File: src/rtl/aud_tx_pkg.sv
package aud_tx_pkg;
  localparam int SAMPLE_W   = 16;
  localparam int HALF_SLOTS = 32;
  localparam int WIDTH_W    = $clog2(SAMPLE_W);

  typedef enum logic [1:0] {
    JUST_STD   = 2'd0,
    JUST_LEFT  = 2'd1,
    JUST_RIGHT = 2'd2,
    JUST_RSVD  = 2'd3
  } just_e;

  typedef struct packed {
    just_e              just;
    logic               pcm;
    logic [1:0]         dly;
    logic [WIDTH_W-1:0] width_m1;
  } tx_cfg_t;
endpackage

File: src/rtl/aud_tx_slot_timer.sv
module aud_tx_slot_timer #(
  parameter int FRAME_SLOTS = 64,
  parameter int CNT_W       = $clog2(FRAME_SLOTS)
) (
  input  logic             clk,
  input  logic             rst,
  input  logic             bit_tick_i,
  input  logic             frame_tick_i,
  output logic [CNT_W-1:0] slot_next_o,
  output logic             advance_o,
  output logic             at_frame_o,
  output logic             running_o
);
  localparam logic [CNT_W-1:0] LAST = CNT_W'(FRAME_SLOTS - 1);

  logic [CNT_W-1:0] slot_q;
  logic             run_q;

  always_comb begin
    if (frame_tick_i || slot_q == LAST) slot_next_o = '0;
    else                                slot_next_o = slot_q + 1'b1;
  end

  assign advance_o  = bit_tick_i && (run_q || frame_tick_i);
  assign at_frame_o = advance_o && (slot_next_o == '0);
  assign running_o  = run_q;

  always_ff @(posedge clk) begin
    if (rst) begin
      slot_q <= '0;
      run_q  <= 1'b0;
    end else begin
      if (bit_tick_i && frame_tick_i) run_q <= 1'b1;
      if (advance_o) slot_q <= slot_next_o;
    end
  end

  AST_SLOT_FROZEN_NO_TICK: assert property (@(posedge clk) disable iff (rst)
    !bit_tick_i |=> $stable(slot_q));
endmodule

File: src/rtl/aud_tx_word_stage.sv
module aud_tx_word_stage
  import aud_tx_pkg::*;
#(
  parameter int SAMPLE_W = aud_tx_pkg::SAMPLE_W,
  parameter int WORD_W   = 2 * SAMPLE_W
) (
  input  logic              clk,
  input  logic              rst,
  input  logic              at_frame_i,
  input  logic              in_valid_i,
  input  logic [WORD_W-1:0] in_data_i,
  input  tx_cfg_t           cfg_i,
  output logic [WORD_W-1:0] word_o,
  output tx_cfg_t           cfg_o,
  output logic              starve_o
);
  logic [WORD_W-1:0] wd_q;
  tx_cfg_t           cfg_q;
  logic [WORD_W-1:0] fresh;

  assign fresh    = in_valid_i ? in_data_i : '0;
  assign starve_o = at_frame_i && !in_valid_i;
  assign word_o   = at_frame_i ? fresh : wd_q;
  assign cfg_o    = at_frame_i ? cfg_i : cfg_q;

  always_ff @(posedge clk) begin
    if (rst) begin
      wd_q  <= '0;
      cfg_q <= '0;
    end else if (at_frame_i) begin
      wd_q  <= fresh;
      cfg_q <= cfg_i;
    end
  end

  AST_FRAME_STATE_HELD: assert property (@(posedge clk) disable iff (rst)
    !at_frame_i |=> ($stable(wd_q) && $stable(cfg_q)));
endmodule

File: src/rtl/aud_tx_bit_map.sv
module aud_tx_bit_map
  import aud_tx_pkg::*;
#(
  parameter int SAMPLE_W   = aud_tx_pkg::SAMPLE_W,
  parameter int HALF_SLOTS = aud_tx_pkg::HALF_SLOTS,
  parameter int CNT_W      = $clog2(2 * HALF_SLOTS),
  parameter int WORD_W     = 2 * SAMPLE_W
) (
  input  logic [CNT_W-1:0]  slot_i,
  input  logic [WORD_W-1:0] word_i,
  input  tx_cfg_t           cfg_i,
  output logic              bit_o,
  output logic              ws_o
);
  localparam int IDX_W = $clog2(WORD_W);

  int               s_v, w_v, rel_v, pos_v, start_v;
  logic             upper_v;
  logic [IDX_W-1:0] idx_v;

  always_comb begin
    bit_o   = 1'b0;
    ws_o    = 1'b0;
    s_v     = int'(slot_i);
    w_v     = int'(cfg_i.width_m1) + 1;
    rel_v   = 0;
    pos_v   = 0;
    start_v = 0;
    upper_v = 1'b0;
    idx_v   = '0;
    if (cfg_i.pcm) begin
      ws_o  = (s_v == 0);
      rel_v = s_v - int'(cfg_i.dly);
      if (rel_v >= 0 && rel_v < w_v) begin
        idx_v = IDX_W'(SAMPLE_W - 1 - rel_v);
        bit_o = word_i[idx_v];
      end else if (rel_v >= w_v && rel_v < 2 * w_v) begin
        idx_v = IDX_W'(WORD_W - 1 - (rel_v - w_v));
        bit_o = word_i[idx_v];
      end
    end else begin
      upper_v = (s_v >= HALF_SLOTS);
      ws_o    = upper_v;
      pos_v   = upper_v ? s_v - HALF_SLOTS : s_v;
      case (cfg_i.just)
        JUST_LEFT:  start_v = 0;
        JUST_RIGHT: start_v = HALF_SLOTS - w_v;
        default:    start_v = 1;
      endcase
      rel_v = pos_v - start_v;
      if (rel_v >= 0 && rel_v < w_v) begin
        idx_v = upper_v ? IDX_W'(WORD_W - 1 - rel_v) : IDX_W'(SAMPLE_W - 1 - rel_v);
        bit_o = word_i[idx_v];
      end
    end
  end
endmodule

File: src/rtl/aud_serial_tx.sv
module aud_serial_tx
  import aud_tx_pkg::*;
#(
  parameter int SAMPLE_W   = aud_tx_pkg::SAMPLE_W,
  parameter int HALF_SLOTS = aud_tx_pkg::HALF_SLOTS
) (
  input  logic                  clk,
  input  logic                  rst,
  input  logic                  bit_tick_i,
  input  logic                  frame_tick_i,
  input  logic [1:0]            cfg_just_i,
  input  logic                  cfg_pcm_i,
  input  logic [1:0]            cfg_delay_i,
  input  logic [WIDTH_W-1:0]    cfg_width_i,
  input  logic                  in_valid_i,
  output logic                  in_ready_o,
  input  logic [2*SAMPLE_W-1:0] in_data_i,
  output logic                  sdata_o,
  output logic                  ws_o,
  output logic                  underrun_o
);
  localparam int FRAME_SLOTS = 2 * HALF_SLOTS;
  localparam int CNT_W       = $clog2(FRAME_SLOTS);
  localparam int WORD_W      = 2 * SAMPLE_W;

  logic [CNT_W-1:0]  slot_next;
  logic              advance, at_frame, running, starve;
  logic [WORD_W-1:0] cur_word;
  tx_cfg_t           cfg_in, cur_cfg;
  logic              nxt_bit, nxt_ws;
  logic              sd_q, ws_q, urun_q;

  assign cfg_in.just     = just_e'(cfg_just_i);
  assign cfg_in.pcm      = cfg_pcm_i;
  assign cfg_in.dly      = cfg_delay_i;
  assign cfg_in.width_m1 = cfg_width_i;

  aud_tx_slot_timer #(.FRAME_SLOTS(FRAME_SLOTS), .CNT_W(CNT_W)) timer_i (
    .clk(clk), .rst(rst), .bit_tick_i(bit_tick_i), .frame_tick_i(frame_tick_i),
    .slot_next_o(slot_next), .advance_o(advance), .at_frame_o(at_frame),
    .running_o(running));

  aud_tx_word_stage #(.SAMPLE_W(SAMPLE_W), .WORD_W(WORD_W)) words_i (
    .clk(clk), .rst(rst), .at_frame_i(at_frame), .in_valid_i(in_valid_i),
    .in_data_i(in_data_i), .cfg_i(cfg_in), .word_o(cur_word), .cfg_o(cur_cfg),
    .starve_o(starve));

  aud_tx_bit_map #(.SAMPLE_W(SAMPLE_W), .HALF_SLOTS(HALF_SLOTS), .CNT_W(CNT_W),
                   .WORD_W(WORD_W)) map_i (
    .slot_i(slot_next), .word_i(cur_word), .cfg_i(cur_cfg),
    .bit_o(nxt_bit), .ws_o(nxt_ws));

  always_ff @(posedge clk) begin
    if (rst) begin
      sd_q   <= 1'b0;
      ws_q   <= 1'b0;
      urun_q <= 1'b0;
    end else begin
      urun_q <= starve;
      if (advance) begin
        sd_q <= nxt_bit;
        ws_q <= nxt_ws;
      end
    end
  end

  assign in_ready_o = at_frame;
  assign sdata_o    = sd_q;
  assign ws_o       = ws_q;
  assign underrun_o = urun_q;

  AST_IDLE_UNTIL_MARKER: assert property (@(posedge clk) disable iff (rst)
    !running |-> (!sdata_o && !ws_o && !underrun_o));
  AST_CHANGE_ON_TICK: assert property (@(posedge clk) disable iff (rst)
    !$past(bit_tick_i) |-> ($stable(sdata_o) && $stable(ws_o)));
  AST_READY_ON_TICK: assert property (@(posedge clk) disable iff (rst)
    in_ready_o |-> bit_tick_i);
  AST_UNDERRUN_SILENT: assert property (@(posedge clk) disable iff (rst)
    underrun_o |-> !sdata_o);
  AST_UNDERRUN_PULSE: assert property (@(posedge clk) disable iff (rst)
    underrun_o |=> !underrun_o);
endmodule

File: config.mk
export PLATFORM = sky130hd
export DESIGN_NAME = aud_serial_tx
export DESIGN_NICKNAME = d
export VERILOG_FILES = /design/src/rtl/aud_tx_pkg.sv /design/src/rtl/aud_tx_slot_timer.sv /design/src/rtl/aud_tx_word_stage.sv /design/src/rtl/aud_tx_bit_map.sv /design/src/rtl/aud_serial_tx.sv
export SDC_FILE = /design/constraint.sdc
export NUM_CORES = 1
export LEC_CHECK = 0
export ABC_AREA = 1
export BUFFER_PORTS_ARGS = -buffer_cell sky130_fd_sc_hd__buf_2
export CORE_UTILIZATION = 35
export CTS_BUF_LIST = sky130_fd_sc_hd__clkbuf_4 sky130_fd_sc_hd__clkbuf_8
export DETAILED_ROUTE_END_ITERATION = 10
export PLACE_DENSITY = 0.61
export SETUP_SLACK_MARGIN = 0.15
export SKIP_CTS_REPAIR_TIMING = 1
export SYNTH_ARGS = -nofsm -noshare
export SYNTH_HDL_FRONTEND = slang
export SYNTH_SLANG_ARGS = --single-unit
File: constraint.sdc
create_clock -name clk -period 12.05 [get_ports clk]
set_clock_uncertainty 0.05 [all_clocks]
set_input_delay 1.8075 -clock clk [delete_from_list [all_inputs] [get_ports clk]]
set_output_delay 1.8075 -clock clk [all_outputs]
set_load 0.02 [all_outputs]
==> results of run 1 <==
flip-flops by register name, indices dropped and copies added, names as in the netlist:
| register | count |
|---|---|
| underrun_o | 1 |
| sdata_o | 1 |
| timer_i.running_o | 1 |
| ws_o | 1 |
| words_i.cfg_q | 9 |
| timer_i.slot_q | 6 |
| words_i.wd_q | 32 |
area by class of cell:
cell class,instances,area (sq um),area share
sequential,51,1021,0.1988
timing repair buffer,51,260.3,0.05067
clock buffer,7,83.83,0.01632
multi-input combinational,593,3223,0.6275
clock inverter,1,5.005,0.0009744
tap,176,220.2,0.04287
inverter,86,322.8,0.06285
through the flow:
stage	cells	power [uW]
after floorplan	767	495.2
after global placement	957	586.8
after detailed placement	957	591.1
after CTS	965	699.9
after global routing	965	765.6
final	965	701.1
kinds of logic after synthesis:
group	share of synthesized area
multiplexers	0.002114
AO/OA/AOI/OAI	0.07505
adder cells (fa/ha/maj)	0.1105
other	0.001586
buffers and inverters	0.1091
flip-flops	0.2156
XOR/XNOR	0.02194
AND/OR/NAND/NOR	0.4641
path summary, 6_finish.rpt:
kind / slack, ps / start / to / cells past startpoint
min reg2reg: 420 / timer_i.running_o / timer_i.running_o / 2
min: 420 / timer_i.running_o / timer_i.running_o / 2
max reg2reg: 6200 / timer_i.slot_q[0] / sdata_o / 33
max: 5330 / frame_tick_i / sdata_o / 30
cells in the final DEF (no fill, tap or decap), types with 6 or more instances in the layout:
master	count
sky130_fd_sc_hd__nand2_1	161
sky130_fd_sc_hd__o21ai_0	18
sky130_fd_sc_hd__inv_1	79
sky130_fd_sc_hd__nand3b_1	7
sky130_fd_sc_hd__ha_1	37
sky130_fd_sc_hd__buf_2	49
sky130_fd_sc_hd__inv_2	6
sky130_fd_sc_hd__a21oi_1	32
sky130_fd_sc_hd__conb_1	9
sky130_fd_sc_hd__nand3_2	7
sky130_fd_sc_hd__nor2_1	51
sky130_fd_sc_hd__dfxtp_1	51
sky130_fd_sc_hd__xor2_1	7
sky130_fd_sc_hd__nand2_2	20
sky130_fd_sc_hd__nand4_1	6
sky130_fd_sc_hd__nand3_1	196
where the power goes:
group | internal [uW] | switching, uW | total [uW]
logic | 140 | 268 | 409
registers | 179 | 4.51 | 184
clock network | 45.6 | 63.3 | 109
total | 365 | 336 | 701
per-layer routing:
metal,vias up,track usage,share of wire
li1,2556,-,-
met1,2198,0.2697,0.48
met2,132,0.3397,0.46
met3,21,0.02558,0.042
met4,0,0.06651,0.022
met5,-,0,0
worst register-to-register path, delay by kind of cell, from the launching register on:
kind,cells,cell delay (ps)
AOI/OAI and AO/OA,3,530
and+or+nand+nor,21,3480
DFF,1,420
buffers and inverters,5,350
adders and majority gates,4,990
==> impl_table.tex, run 1 <==
\begin{tabular}{lr}
\hline
Metric & Value \\
\hline
\multicolumn{2}{l}{\textbf{GRT}} \\
\quad Global-route wire length before repair & 23,140 um \\
\quad Number of global-route vias before repair & 4,752 \\
\quad Antenna violations before repair & 0 \\
\quad Leftover overflow at the end of global routing & 0 \\
\quad Total routing usage reported by global routing & 0.2033 \\
\quad Largest net degree at the start of global routing & 55 \\
\multicolumn{2}{l}{\textbf{Setup path}} \\
\quad Crit path max-delay family & simple AND/OR/NAND/NOR gates \\
\quad Required @ worst endpoint & 12,260 ps \\
\quad Delay contributed by the slowest stage of the critical path & 710 ps \\
\quad Largest fanout on the critical path & 54 \\
\quad Critical setup path kind & in -> reg \\
\quad Critical path buffer and inverter count & 7 \\
\quad Worst EP arrival & 6930 ps \\
\quad Setup crit end kind & flop \\
\quad Worst setup SP type & input port \\
\quad Critical Path Slowest Stage Cell & sky130\_fd\_sc\_hd\_\_inv\_2 \\
\multicolumn{2}{l}{\textbf{Yosys}} \\
\quad Synthesized netlist cell count & 760 \\
\quad Dominant cell by count in the synthesized netlist & sky130\_fd\_sc\_hd\_\_nand3\_1 \\
\quad Number of enable-type register cells in the synthesized netlist & 0 \\
\quad Primary flip-flop cell chosen by synthesis mapping & sky130\_fd\_sc\_hd\_\_dfxtp\_1 \\
\quad Yosys top cell area share & 0.2156 \\
\quad Sequential fraction of the synthesis area & 0.2156 \\
\quad Top post-synthesis cells by area & sky130\_fd\_sc\_hd\_\_dfxtp\_1 (22\%), sky130\_fd\_sc\_hd\_\_nand3\_1 (21\%), sky130\_fd\_sc\_hd\_\_nand2\_1 (13\%) \\
\quad Count of cell types in the netlist & 43 \\
\quad Biggest area consumer among synthesized cells & sky130\_fd\_sc\_hd\_\_dfxtp\_1 \\
\quad Most instantiated cells after synthesis & sky130\_fd\_sc\_hd\_\_nand3\_1 (196), sky130\_fd\_sc\_hd\_\_nand2\_1 (161), sky130\_fd\_sc\_hd\_\_inv\_1 (79), sky130\_fd\_sc\_hd\_\_dfxtp\_1 (51), sky130\_fd\_sc\_hd\_\_nor2\_1 (51) \\
\quad Cell area after synthesis & 4735 sq um \\
\quad Syn Area/Cell & 6.230 sq um \\
\quad Synth warn & 0 \\
\quad Yosys reg bits & 51 \\
\quad Async set-or-reset flop fraction in the synthesized netlist & 0 \\
\multicolumn{2}{l}{\textbf{Timing}} \\
\quad Final worst-path cycle share & 0.5576 \\
\quad Unrepaired setup endpoints after global routing & false \\
\quad Worst slew margin relative to its limit & 0.4053 \\
\quad Final-report setup violation count & 0 \\
\quad Final worst path period need & 6719 ps \\
\quad Summed negative setup slack over all endpoints & 0 ps \\
\quad Final hold violation count & 0 \\
\quad Number of max-slew violations in the final report & 0 \\
\quad Worst slack on hold paths & 419.5 ps \\
\quad Max Freq & 0.1488 GHz \\
\quad Final Worst Setup Slack & 5331 ps \\
\quad Slew at the pin with the worst max-slew slack & 890.8 ps \\
\multicolumn{2}{l}{\textbf{Final layout}} \\
\quad Design area & 5136 sq um \\
\quad Number of antenna cells inserted & 0 \\
\quad Share of final-layout standard cells stronger than drive strength 1 & 0.1343 \\
\quad Synthesis-to-layout area growth & 8.483\% \\
\quad End-of-flow core utilization & 0.3879 \\
\quad Final-stage net count & 874 \\
\quad Number of inserted filler cells in the final layout & 1,511 \\
\multicolumn{2}{l}{\textbf{CTS}} \\
\quad Number of buffers created by CTS & 5 \\
\quad Clock net sink count & 51 \\
\quad Clock tree from TritonCTS & yes \\
\quad Level count of the clock H-tree & 2 \\
\quad Clock input transition at the sequential cells of the worst setup and hold paths & 100 ps \\
\quad CTS Root Buffer Type & sky130\_fd\_sc\_hd\_\_clkbuf\_8 \\
\quad Max Root-Sink Buffers & 2 \\
\quad Clock latency at the later pin of the worst-skew pair & 320 ps \\
\multicolumn{2}{l}{\textbf{Placed design}} \\
\quad Final RePlAce weighted congestion & 0.9719 \\
\quad Port Buf Inserts & 49 \\
\quad Placed cell area & 5047 sq um \\
\quad Dpl hpwl & 10,360 um \\
\quad Pre-CTS worst setup slack & 4998 ps \\
\multicolumn{2}{l}{\textbf{Routing}} \\
\quad Remaining design rule violation count & 0 \\
\quad Detailed-route wire length per cell & 14.23 um \\
\quad Post-route antenna net violation count & 0 \\
\quad Vias per Instance & 5.085 \\
\quad Drt initial violations & 361 \\
\quad Total length of routed wires & 13,740 um \\
\quad First-pass DRT Iterations & 7 \\
\quad Via count & 4,907 \\
\multicolumn{2}{l}{\textbf{Die}} \\
\quad Initial standard-cell utilization of the core & 0.3575 \\
\quad Die span in x & 118.3 um \\
\quad Die Ht & 118.3 um \\
\quad Placeable core area & 13,240 sq um \\
\quad I/O pins & 50 \\
\quad Total die area & 14,000 sq um \\
\quad Total number of placement rows & 42 \\
\multicolumn{2}{l}{\textbf{Power and ir drop}} \\
\quad PD cells & 136.5 nW/um\^{}2 \\
\quad Static Leakage & 0.002496 uW \\
\quad Largest vdd supply drop & 0.06839 mV \\
\multicolumn{2}{l}{\textbf{Status}} \\
\quad Status & completed \\
\multicolumn{2}{l}{\textbf{Run}} \\
\quad Max-cap check violation count & 0 \\
\multicolumn{2}{l}{\textbf{Worst hold path}} \\
\quad Worst min-delay path class & reg -> reg \\
\hline
\end{tabular}
No activity file was read; power rests on OpenSTA's default activity.
==> run 2: changes to the inputs <==
- ABC_AREA: 1 -> 0
- clock period: 12.05 -> 6.6 ns (I/O delays scaled with it)
==> run 2 against run 1 <==
Net effect: design area increased by 5.1%; area after synthesis increased by 2.3%; die area increased by 2.3%; register-to-register slack got worse by 5600 ps; combinational power increased by 36%; setup slack got worse by 4700 ps; sequential share of layout area decreased by 0.97 points; global-route usage increased by 1.9 points.
==> impl_table.tex, run 2 <==
\begin{tabular}{lr}
\hline
Metric & Value \\
\hline
\multicolumn{2}{l}{\textbf{Die}} \\
\quad Die Ht & 119.7 um (+1.1\%) \\
\quad Initial standard-cell utilization of the core & 0.3630 (+0.005434) \\
\quad Placeable core area & 13,350 sq um (+0.79\%) \\
\quad Total number of placement rows & 42 (unchanged) \\
\quad Die span in x & 119.7 um (+1.1\%) \\
\quad I/O pins & 50 (unchanged) \\
\quad Total die area & 14,320 sq um (+2.3\%) \\
\multicolumn{2}{l}{\textbf{Setup path}} \\
\quad Worst setup SP type & flop \\
\quad R2R Path Start & timer\_i.slot\_q[0] \\
\quad Largest fanout on the critical path & 10 (-81\%) \\
\quad Destination of the worst register-to-register timing path & sdata\_o \\
\quad Worst EP arrival & 6190 ps (-740 ps) \\
\quad Flop-to-flop setup slack & 590 ps (-5610 ps) \\
\quad Startpoint of the most critical setup path & timer\_i.slot\_q[0] \\
\quad Setup crit end kind & flop \\
\quad Required @ worst endpoint & 6780 ps (-5480 ps) \\
\quad Critical setup path kind & reg -> reg \\
\quad Cells on worst reg2reg path & 23 (-30\%) \\
\multicolumn{2}{l}{\textbf{Yosys}} \\
\quad Yosys top cell area share & 0.2107 (-0.004901) \\
\quad Primary flip-flop cell chosen by synthesis mapping & sky130\_fd\_sc\_hd\_\_dfxtp\_1 \\
\quad Async set-or-reset flop fraction in the synthesized netlist & 0 (unchanged) \\
\quad Biggest area consumer among synthesized cells & sky130\_fd\_sc\_hd\_\_dfxtp\_1 \\
\quad Most instantiated cells after synthesis & sky130\_fd\_sc\_hd\_\_nand2\_1 (62), sky130\_fd\_sc\_hd\_\_nor2\_1 (56), sky130\_fd\_sc\_hd\_\_dfxtp\_1 (51), sky130\_fd\_sc\_hd\_\_ha\_1 (37), sky130\_fd\_sc\_hd\_\_a21oi\_1 (28) \\
\quad Synthesized netlist cell count & 582 (-23\%) \\
\quad Cell area after synthesis & 4845 sq um (+2.3\%) \\
\quad Yosys reg bits & 51 (unchanged) \\
\quad Count of cell types in the netlist & 87 (+100\%) \\
\quad Dominant cell by count in the synthesized netlist & sky130\_fd\_sc\_hd\_\_nand2\_1 \\
\quad Top post-synthesis cells by area & sky130\_fd\_sc\_hd\_\_dfxtp\_1 (21\%), sky130\_fd\_sc\_hd\_\_ha\_1 (9.6\%), sky130\_fd\_sc\_hd\_\_mux4\_2 (7.4\%) \\
\quad Sequential fraction of the synthesis area & 0.2107 (-0.004901) \\
\quad Number of enable-type register cells in the synthesized netlist & 0 (unchanged) \\
\quad Syn Area/Cell & 8.324 sq um (+34\%) \\
\quad Synth warn & 0 (unchanged) \\
\multicolumn{2}{l}{\textbf{Final layout}} \\
\quad Most common library cell in the layout ignoring fill and taps & sky130\_fd\_sc\_hd\_\_nand2\_1 \\
\quad Biggest register & words\_i.wd\_q \\
\quad Commonest non-fill, non-tap cells in the layout & sky130\_fd\_sc\_hd\_\_nand2\_1 (62), sky130\_fd\_sc\_hd\_\_nor2\_1 (56), sky130\_fd\_sc\_hd\_\_dfxtp\_1 (51) \\
\quad Leading registers by flop count & words\_i.wd\_q: 32 flops, words\_i.cfg\_q: 9 flops, timer\_i.slot\_q: 6 flops \\
\quad Final Instance Count excl. Fillers & 805 (-17\%) \\
\quad Final-stage net count & 715 (-18\%) \\
\quad End-of-flow core utilization & 0.4045 (+0.01663) \\
\quad Synthesis-to-layout area growth & 11.44\% \\
\quad Number of inserted filler cells in the final layout & 1,405 (-7.0\%) \\
\quad Number of antenna cells inserted & 0 (unchanged) \\
\quad Largest register FFs & 32 (unchanged) \\
\quad Share of final-layout standard cells stronger than drive strength 1 & 0.2019 (+0.06756) \\
\multicolumn{2}{l}{\textbf{Placed design}} \\
\quad Final RePlAce weighted congestion & 0.9266 (-4.7\%) \\
\quad Dpl hpwl & 11,910 um (+15\%) \\
\quad Pre-CTS worst setup slack & 307.7 ps (-4690 ps) \\
\quad Cell Count Post-Placement & 798 (-17\%) \\
\quad Port Buf Inserts & 49 (unchanged) \\
\multicolumn{2}{l}{\textbf{CTS}} \\
\quad Max Root-Sink Buffers & 2 (unchanged) \\
\quad Number of buffers created by CTS & 5 (unchanged) \\
\quad Clock input transition at the sequential cells of the worst setup and hold paths & 100 ps (about the same) \\
\quad CTS Root Buffer Type & sky130\_fd\_sc\_hd\_\_clkbuf\_8 \\
\quad Level count of the clock H-tree & 2 (unchanged) \\
\quad Clock tree from TritonCTS & yes \\
\quad Clock net sink count & 51 (unchanged) \\
\quad Clock latency at the later pin of the worst-skew pair & 320 ps (about the same) \\
\multicolumn{2}{l}{\textbf{Timing}} \\
\quad Number of max-slew violations in the final report & 0 (unchanged) \\
\quad Unrepaired setup endpoints after global routing & false \\
\quad Final worst-path cycle share & 0.9111 \\
\quad Worst slack on hold paths & 436.6 ps (+17.10 ps) \\
\quad Final worst path period need & 6013 ps \\
\quad Slew at the pin with the worst max-slew slack & 1094 ps (+203.1 ps) \\
\quad Worst slew margin relative to its limit & 0.2707 (-0.1345) \\
\quad Final-report setup violation count & 0 (unchanged) \\
\quad Final Worst Setup Slack & 586.7 ps (-4744 ps) \\
\quad Max Freq & 0.1663 GHz \\
\quad Final hold violation count & 0 (unchanged) \\
\quad Summed negative setup slack over all endpoints & 0 ps (unchanged) \\
\multicolumn{2}{l}{\textbf{Power and ir drop}} \\
\quad Largest vdd supply drop & 0.08376 mV (+22\%) \\
\quad Static Leakage & 0.002211 uW (-11\%) \\
\quad PD cells & 198.2 nW/um\^{}2 (+45\%) \\
\multicolumn{2}{l}{\textbf{Routing}} \\
\quad Total length of routed wires & 15,380 um (+12\%) \\
\quad Vias per Instance & 5.697 (+12\%) \\
\quad Detailed-route wire length per cell & 19.11 um (+34\%) \\
\quad Post-route antenna net violation count & 0 (unchanged) \\
\quad Via count & 4,586 (-6.5\%) \\
\quad First-pass DRT Iterations & 5 (-2) \\
\quad Remaining design rule violation count & 0 (unchanged) \\
\quad Drt initial violations & 299 (-17\%) \\
\multicolumn{2}{l}{\textbf{Worst hold path}} \\
\quad Worst hold path depth & 2 (unchanged) \\
\quad Worst min-delay path class & reg -> reg \\
\quad End of the worst hold path & words\_i.cfg\_q[4] \\
\quad Hold Crit Start & words\_i.cfg\_q[4] \\
\multicolumn{2}{l}{\textbf{GRT}} \\
\quad Total routing usage reported by global routing & 0.2222 (+0.01895) \\
\quad Antenna violations before repair & 0 (unchanged) \\
\quad Largest net degree at the start of global routing & 52 (-5.5\%) \\
\quad Number of global-route vias before repair & 4,582 (-3.6\%) \\
\quad Global-route wire length before repair & 24,900 um (+7.6\%) \\
\quad Leftover overflow at the end of global routing & 0 (unchanged) \\
\multicolumn{2}{l}{\textbf{Run}} \\
\quad Max-cap check violation count & 0 (unchanged) \\
\multicolumn{2}{l}{\textbf{Status}} \\
\quad Status & completed \\
\hline
\end{tabular}
-- run 2: routing by layer --
layer,global-route usage,up-vias,part of all wire
met3,0.04040,29,0.065
li1,-,2203,-
met5,0,-,0
met4,0.08281,0,0.029
met1,0.2910,2192,0.45
met2,0.3627,162,0.46
-- run 2: cell type report --
| cell class | instances | area (sq um) | area share |
|---|---|---|---|
| timing repair buffer | 68 | 387.9 | 0.07184 |
| sequential | 51 | 1021 | 0.1891 |
| inverter | 21 | 81.33 | 0.01506 |
| tap | 176 | 220.2 | 0.04079 |
| clock inverter | 2 | 13.76 | 0.002549 |
| clock buffer | 5 | 68.82 | 0.01275 |
| multi-input combinational | 482 | 3606 | 0.6679 |
-- run 2: worst max path at each step --
stage | end | cells after the start
floorplan | sdata_o | 27
global placement | sdata_o | 23
detailed placement | sdata_o | 23
CTS | sdata_o | 23
global route | sdata_o | 25
finish | sdata_o | 23
-- run 2: power by group --
part / internal [uW] / switching [uW]
combinational: 243 / 314
clock: 73.0 / 116
sequential: 317 / 6.07
-- run 2: critical path: stages, from the launching register on --
cell	delay, ps
sky130_fd_sc_hd__dfxtp_1	510
sky130_fd_sc_hd__ha_2	370
sky130_fd_sc_hd__nand3_1	130
sky130_fd_sc_hd__mux2_4	370
sky130_fd_sc_hd__a211oi_4	280
sky130_fd_sc_hd__nand2_4	180
sky130_fd_sc_hd__inv_4	110
sky130_fd_sc_hd__nand2_1	80
sky130_fd_sc_hd__nand2_1	70
sky130_fd_sc_hd__ha_1	130
sky130_fd_sc_hd__inv_1	60
sky130_fd_sc_hd__fa_1	510
sky130_fd_sc_hd__inv_1	80
sky130_fd_sc_hd__fa_1	490
sky130_fd_sc_hd__xnor2_2	360
sky130_fd_sc_hd__mux4_2	550
sky130_fd_sc_hd__mux2_2	270
sky130_fd_sc_hd__a211oi_1	240
sky130_fd_sc_hd__a31oi_1	90
sky130_fd_sc_hd__o211ai_1	240
sky130_fd_sc_hd__nor4b_2	80
sky130_fd_sc_hd__a311oi_1	280
sky130_fd_sc_hd__o32ai_1	160
sky130_fd_sc_hd__a31o_1	220
-- run 2: kinds of logic (layout without fill, tap and decap cells) --
| family | count (synthesis) | count (layout) | share of synthesized area |
|---|---|---|---|
| buffers and inverters | 56 | 96 | 0.05397 |
| muxes | 47 | 47 | 0.1426 |
| adders and majority gates | 40 | 40 | 0.1080 |
| xor gates and xnor gates | 16 | 16 | 0.02893 |
| other | 2 | 9 | 0.001550 |
| DFF | 51 | 51 | 0.2107 |
| AOI/OAI and AO/OA | 136 | 136 | 0.2038 |
| and+or+nand+nor | 234 | 234 | 0.2505 |
-- run 2: stage by stage --
step	power [uW]	area, sq um
final	1070	5399
after global routing	1134	5399
after CTS	1074	5396
after detailed placement	881.2	5314
after global placement	875.6	5314
after floorplan	728.3	4895
==> run 3: changes to the inputs <==
--- a/config.mk
+++ b/config.mk
@@ -9,2 +9,3 @@
 export BUFFER_PORTS_ARGS = -buffer_cell sky130_fd_sc_hd__buf_2
+export CORE_MARGIN = 2
 export CORE_UTILIZATION = 35
@@ -12,2 +13,3 @@
 export DETAILED_ROUTE_END_ITERATION = 10
+export GPL_TIMING_DRIVEN = 0
 export PLACE_DENSITY = 0.61
--- a/constraint.sdc
+++ b/constraint.sdc
@@ -4,2 +4,2 @@
 set_output_delay 0.99 -clock clk [all_outputs]
-set_load 0.02 [all_outputs]
+set_load 0.05 [all_outputs]
==> run 3 against run 2 <==
Net effect: first-iteration DRC count increased by 52%; highest routed layer unchanged; combinational power rose by 13%; worst hold slack worse by 13 ps; total power is 9.0% higher; flip-flop and latch count did not move; sequential power hardly changed; largest power group unchanged; largest cell class unchanged; sequential share of layout area shrank 1.3 points; via count grew 5.5%; critical endpoint unchanged; utilization is 2.9 points higher; register-to-register slack lost 210 ps.
==> impl_table.tex, run 3 (synthesis gave the netlist of run 2 again) <==
\begin{tabular}{lr}
\hline
Metric & Value \\
\hline
\multicolumn{2}{l}{\textbf{GRT}} \\
\quad Largest net degree at the start of global routing & 16 (-69\%) \\
\quad Antenna violations before repair & 0 (unchanged) \\
\quad Leftover overflow at the end of global routing & 0 (unchanged) \\
\quad Global-route wire length before repair & 26,190 um (+5.2\%) \\
\quad Total routing usage reported by global routing & 0.2348 (+0.01261) \\
\quad Number of global-route vias before repair & 4,535 (-1.0\%) \\
\multicolumn{2}{l}{\textbf{CTS}} \\
\quad CTS Root Buffer Type & sky130\_fd\_sc\_hd\_\_clkbuf\_8 \\
\quad Clock tree from TritonCTS & yes \\
\quad Level count of the clock H-tree & 2 (unchanged) \\
\quad Number of buffers created by CTS & 5 (unchanged) \\
\quad Clock net sink count & 51 (unchanged) \\
\quad Max Root-Sink Buffers & 2 (unchanged) \\
\quad Clock latency at the later pin of the worst-skew pair & 340 ps (+20 ps) \\
\quad Clock input transition at the sequential cells of the worst setup and hold paths & 100 ps (about the same) \\
\multicolumn{2}{l}{\textbf{Worst hold path}} \\
\quad Worst min-delay path class & reg -> reg \\
\multicolumn{2}{l}{\textbf{Final layout}} \\
\quad Commonest non-fill, non-tap cells in the layout & sky130\_fd\_sc\_hd\_\_nand2\_1 (62), sky130\_fd\_sc\_hd\_\_nor2\_1 (56), sky130\_fd\_sc\_hd\_\_buf\_2 (56) \\
\quad Number of antenna cells inserted & 0 (unchanged) \\
\quad Synthesis-to-layout area growth & 19.89\% \\
\quad Most common library cell in the layout ignoring fill and taps & sky130\_fd\_sc\_hd\_\_nand2\_1 \\
\quad Biggest register & words\_i.wd\_q \\
\quad Leading registers by flop count & words\_i.wd\_q: 32 flops, words\_i.cfg\_q: 9 flops, timer\_i.slot\_q: 6 flops \\
\quad Largest register FFs & 32 (unchanged) \\
\quad Design area & 5808 sq um (+7.6\%) \\
\quad Final-stage net count & 753 (+5.3\%) \\
\quad Final Instance Count excl. Fillers & 844 (+4.8\%) \\
\quad Share of final-layout standard cells stronger than drive strength 1 & 0.2380 (+0.03612) \\
\multicolumn{2}{l}{\textbf{Routing}} \\
\quad Detailed-route wire length per cell & 20.24 um (+5.9\%) \\
\quad Via count & 4,839 (+5.5\%) \\
\quad Remaining design rule violation count & 0 (unchanged) \\
\quad Drt initial violations & 454 (+52\%) \\
\quad First-pass DRT Iterations & 8 (+3) \\
\quad Vias per Instance & 5.733 (+0.64\%) \\
\quad Total length of routed wires & 17,080 um (+11\%) \\
\quad Post-route antenna net violation count & 0 (unchanged) \\
\multicolumn{2}{l}{\textbf{Die}} \\
\quad I/O pins & 50 (unchanged) \\
\quad Initial standard-cell utilization of the core & 0.3615 (-0.001423) \\
\quad Die Ht & 121.7 um (+1.7\%) \\
\quad Total number of placement rows & 42 (unchanged) \\
\quad Die span in x & 121.7 um (+1.7\%) \\
\quad Placeable core area & 13,400 sq um (+0.39\%) \\
\quad Total die area & 14,800 sq um (+3.4\%) \\
\multicolumn{2}{l}{\textbf{Timing}} \\
\quad Final worst-path cycle share & 0.9528 (+0.04173) \\
\quad Worst slew margin relative to its limit & 0.4805 (+0.2097) \\
\quad Final-report setup violation count & 0 (unchanged) \\
\quad Slew at the pin with the worst max-slew slack & 779.3 ps (-314.6 ps) \\
\quad Final hold violation count & 0 (unchanged) \\
\quad Max Freq & 0.1590 GHz (-4.4\%) \\
\quad Final worst path period need & 6289 ps (+275.4 ps) \\
\quad Unrepaired setup endpoints after global routing & false \\
\quad Number of max-slew violations in the final report & 0 (unchanged) \\
\multicolumn{2}{l}{\textbf{Status}} \\
\quad Status & completed \\
\multicolumn{2}{l}{\textbf{Placed design}} \\
\quad Placed cell area & 5363 sq um (+0.92\%) \\
\quad Cell Count Post-Placement & 813 (+1.9\%) \\
\quad Final RePlAce weighted congestion & 0.9619 (+3.8\%) \\
\quad Port Buf Inserts & 48 (-2.0\%) \\
\quad Dpl hpwl & 13,330 um (+12\%) \\
\multicolumn{2}{l}{\textbf{Setup path}} \\
\quad Largest fanout on the critical path & 11 (+1) \\
\quad Required @ worst endpoint & 6780 ps (about the same) \\
\quad Worst EP arrival & 6470 ps (+280 ps) \\
\quad Delay contributed by the slowest stage of the critical path & 620 ps (+70 ps) \\
\quad Critical Path Slowest Stage Cell & sky130\_fd\_sc\_hd\_\_fa\_2 \\
\quad Worst setup SP type & input port \\
\quad Setup crit end kind & flop \\
\quad Critical setup path kind & in -> reg \\
\multicolumn{2}{l}{\textbf{Power and ir drop}} \\
\quad Largest vdd supply drop & 0.08457 mV (+0.97\%) \\
\quad Static Leakage & 0.002393 uW (+8.2\%) \\
\quad PD cells & 200.8 nW/um\^{}2 (+1.3\%) \\
\multicolumn{2}{l}{\textbf{Run}} \\
\quad Max-cap check violation count & 0 (unchanged) \\
\hline
\end{tabular}
==> run 3: changes by cell type in the layout (fill, tap and decap cells not counted), moves of 5 or more <==
| cell | delta |
|---|---|
| sky130_fd_sc_hd__clkbuf_1 | +15 |
| sky130_fd_sc_hd__buf_2 | +7 |
| sky130_fd_sc_hd__buf_4 | +6 |
| sky130_fd_sc_hd__buf_12 | +5 |
==> run 3: final timing paths <==
kind | startpoint | end | slack, ps | depth (start not counted)
hold / removal | words_i.cfg_q[4] | words_i.cfg_q[4] | 420 | 2
setup reg to reg | timer_i.slot_q[1] | sdata_o | 380 | 25
hold reg to reg | words_i.cfg_q[4] | words_i.cfg_q[4] | 420 | 2
setup / recovery | frame_tick_i | sdata_o | 310 | 25
==> run 3: final cells by class <==
cell class                      count  area (sq um)
Timing Repair Buffer               72         420.4
Fill cell                        1363          7592
Inverter                           21         90.09
Tap cell                          176         220.2
Clock inverter                      1         8.758
Multi-Input combinational cell    482          3702
Buffer                             34         251.5
Sequential cell                    51          1025
Clock buffer                        7         90.09
==> run 3: per-layer routing <==
| metal | GRT usage | vias to the layer above | share of wire |
|---|---|---|---|
| met5 | 0 | - | 0 |
| met4 | 0.06897 | 0 | 0.019 |
| met3 | 0.04588 | 24 | 0.070 |
| met2 | 0.3764 | 208 | 0.46 |
| met1 | 0.3211 | 2316 | 0.45 |
| li1 | - | 2291 | - |
==> run 3: power breakdown <==
| part | total, uW | switching (uW) | leakage (uW) | internal (uW) |
|---|---|---|---|---|
| clock | 215 | 125 | 0.0000519 | 90.6 |
| combinational | 628 | 355 | 0.00193 | 273 |
| sequential | 323 | 5.69 | 0.000415 | 317 |
==> run 3: per-stage QoR <==
step | hold WS [ps] | setup WS (ps) | utilization | TNS, ps | power (uW)
floorplan | 394.3 | 173.3 | - | 0 | 734.3
global placement | 401.2 | -1362 | 0.4002 | -1362 | 883.1
detailed placement | 408.4 | -1368 | 0.4002 | -1368 | 891.6
CTS | 423.4 | -1002 | 0.4076 | -1002 | 1111
global route | 453.2 | 99.59 | 0.4334 | 0 | 1229
finish | 423.6 | 311.3 | 0.4334 | 0 | 1166
==> run 3: worst max-delay path: cells and delay by family <==
| family | cells | cell delay [ps] |
|---|---|---|
| XOR/XNOR | 1 | 230 |
| multiplexers | 4 | 1280 |
| adder cells (fa/ha/maj) | 2 | 1050 |
| AND/OR/NAND/NOR | 3 | 270 |
| AO/OA/AOI/OAI | 7 | 1480 |
| buffers and inverters | 8 | 1130 |
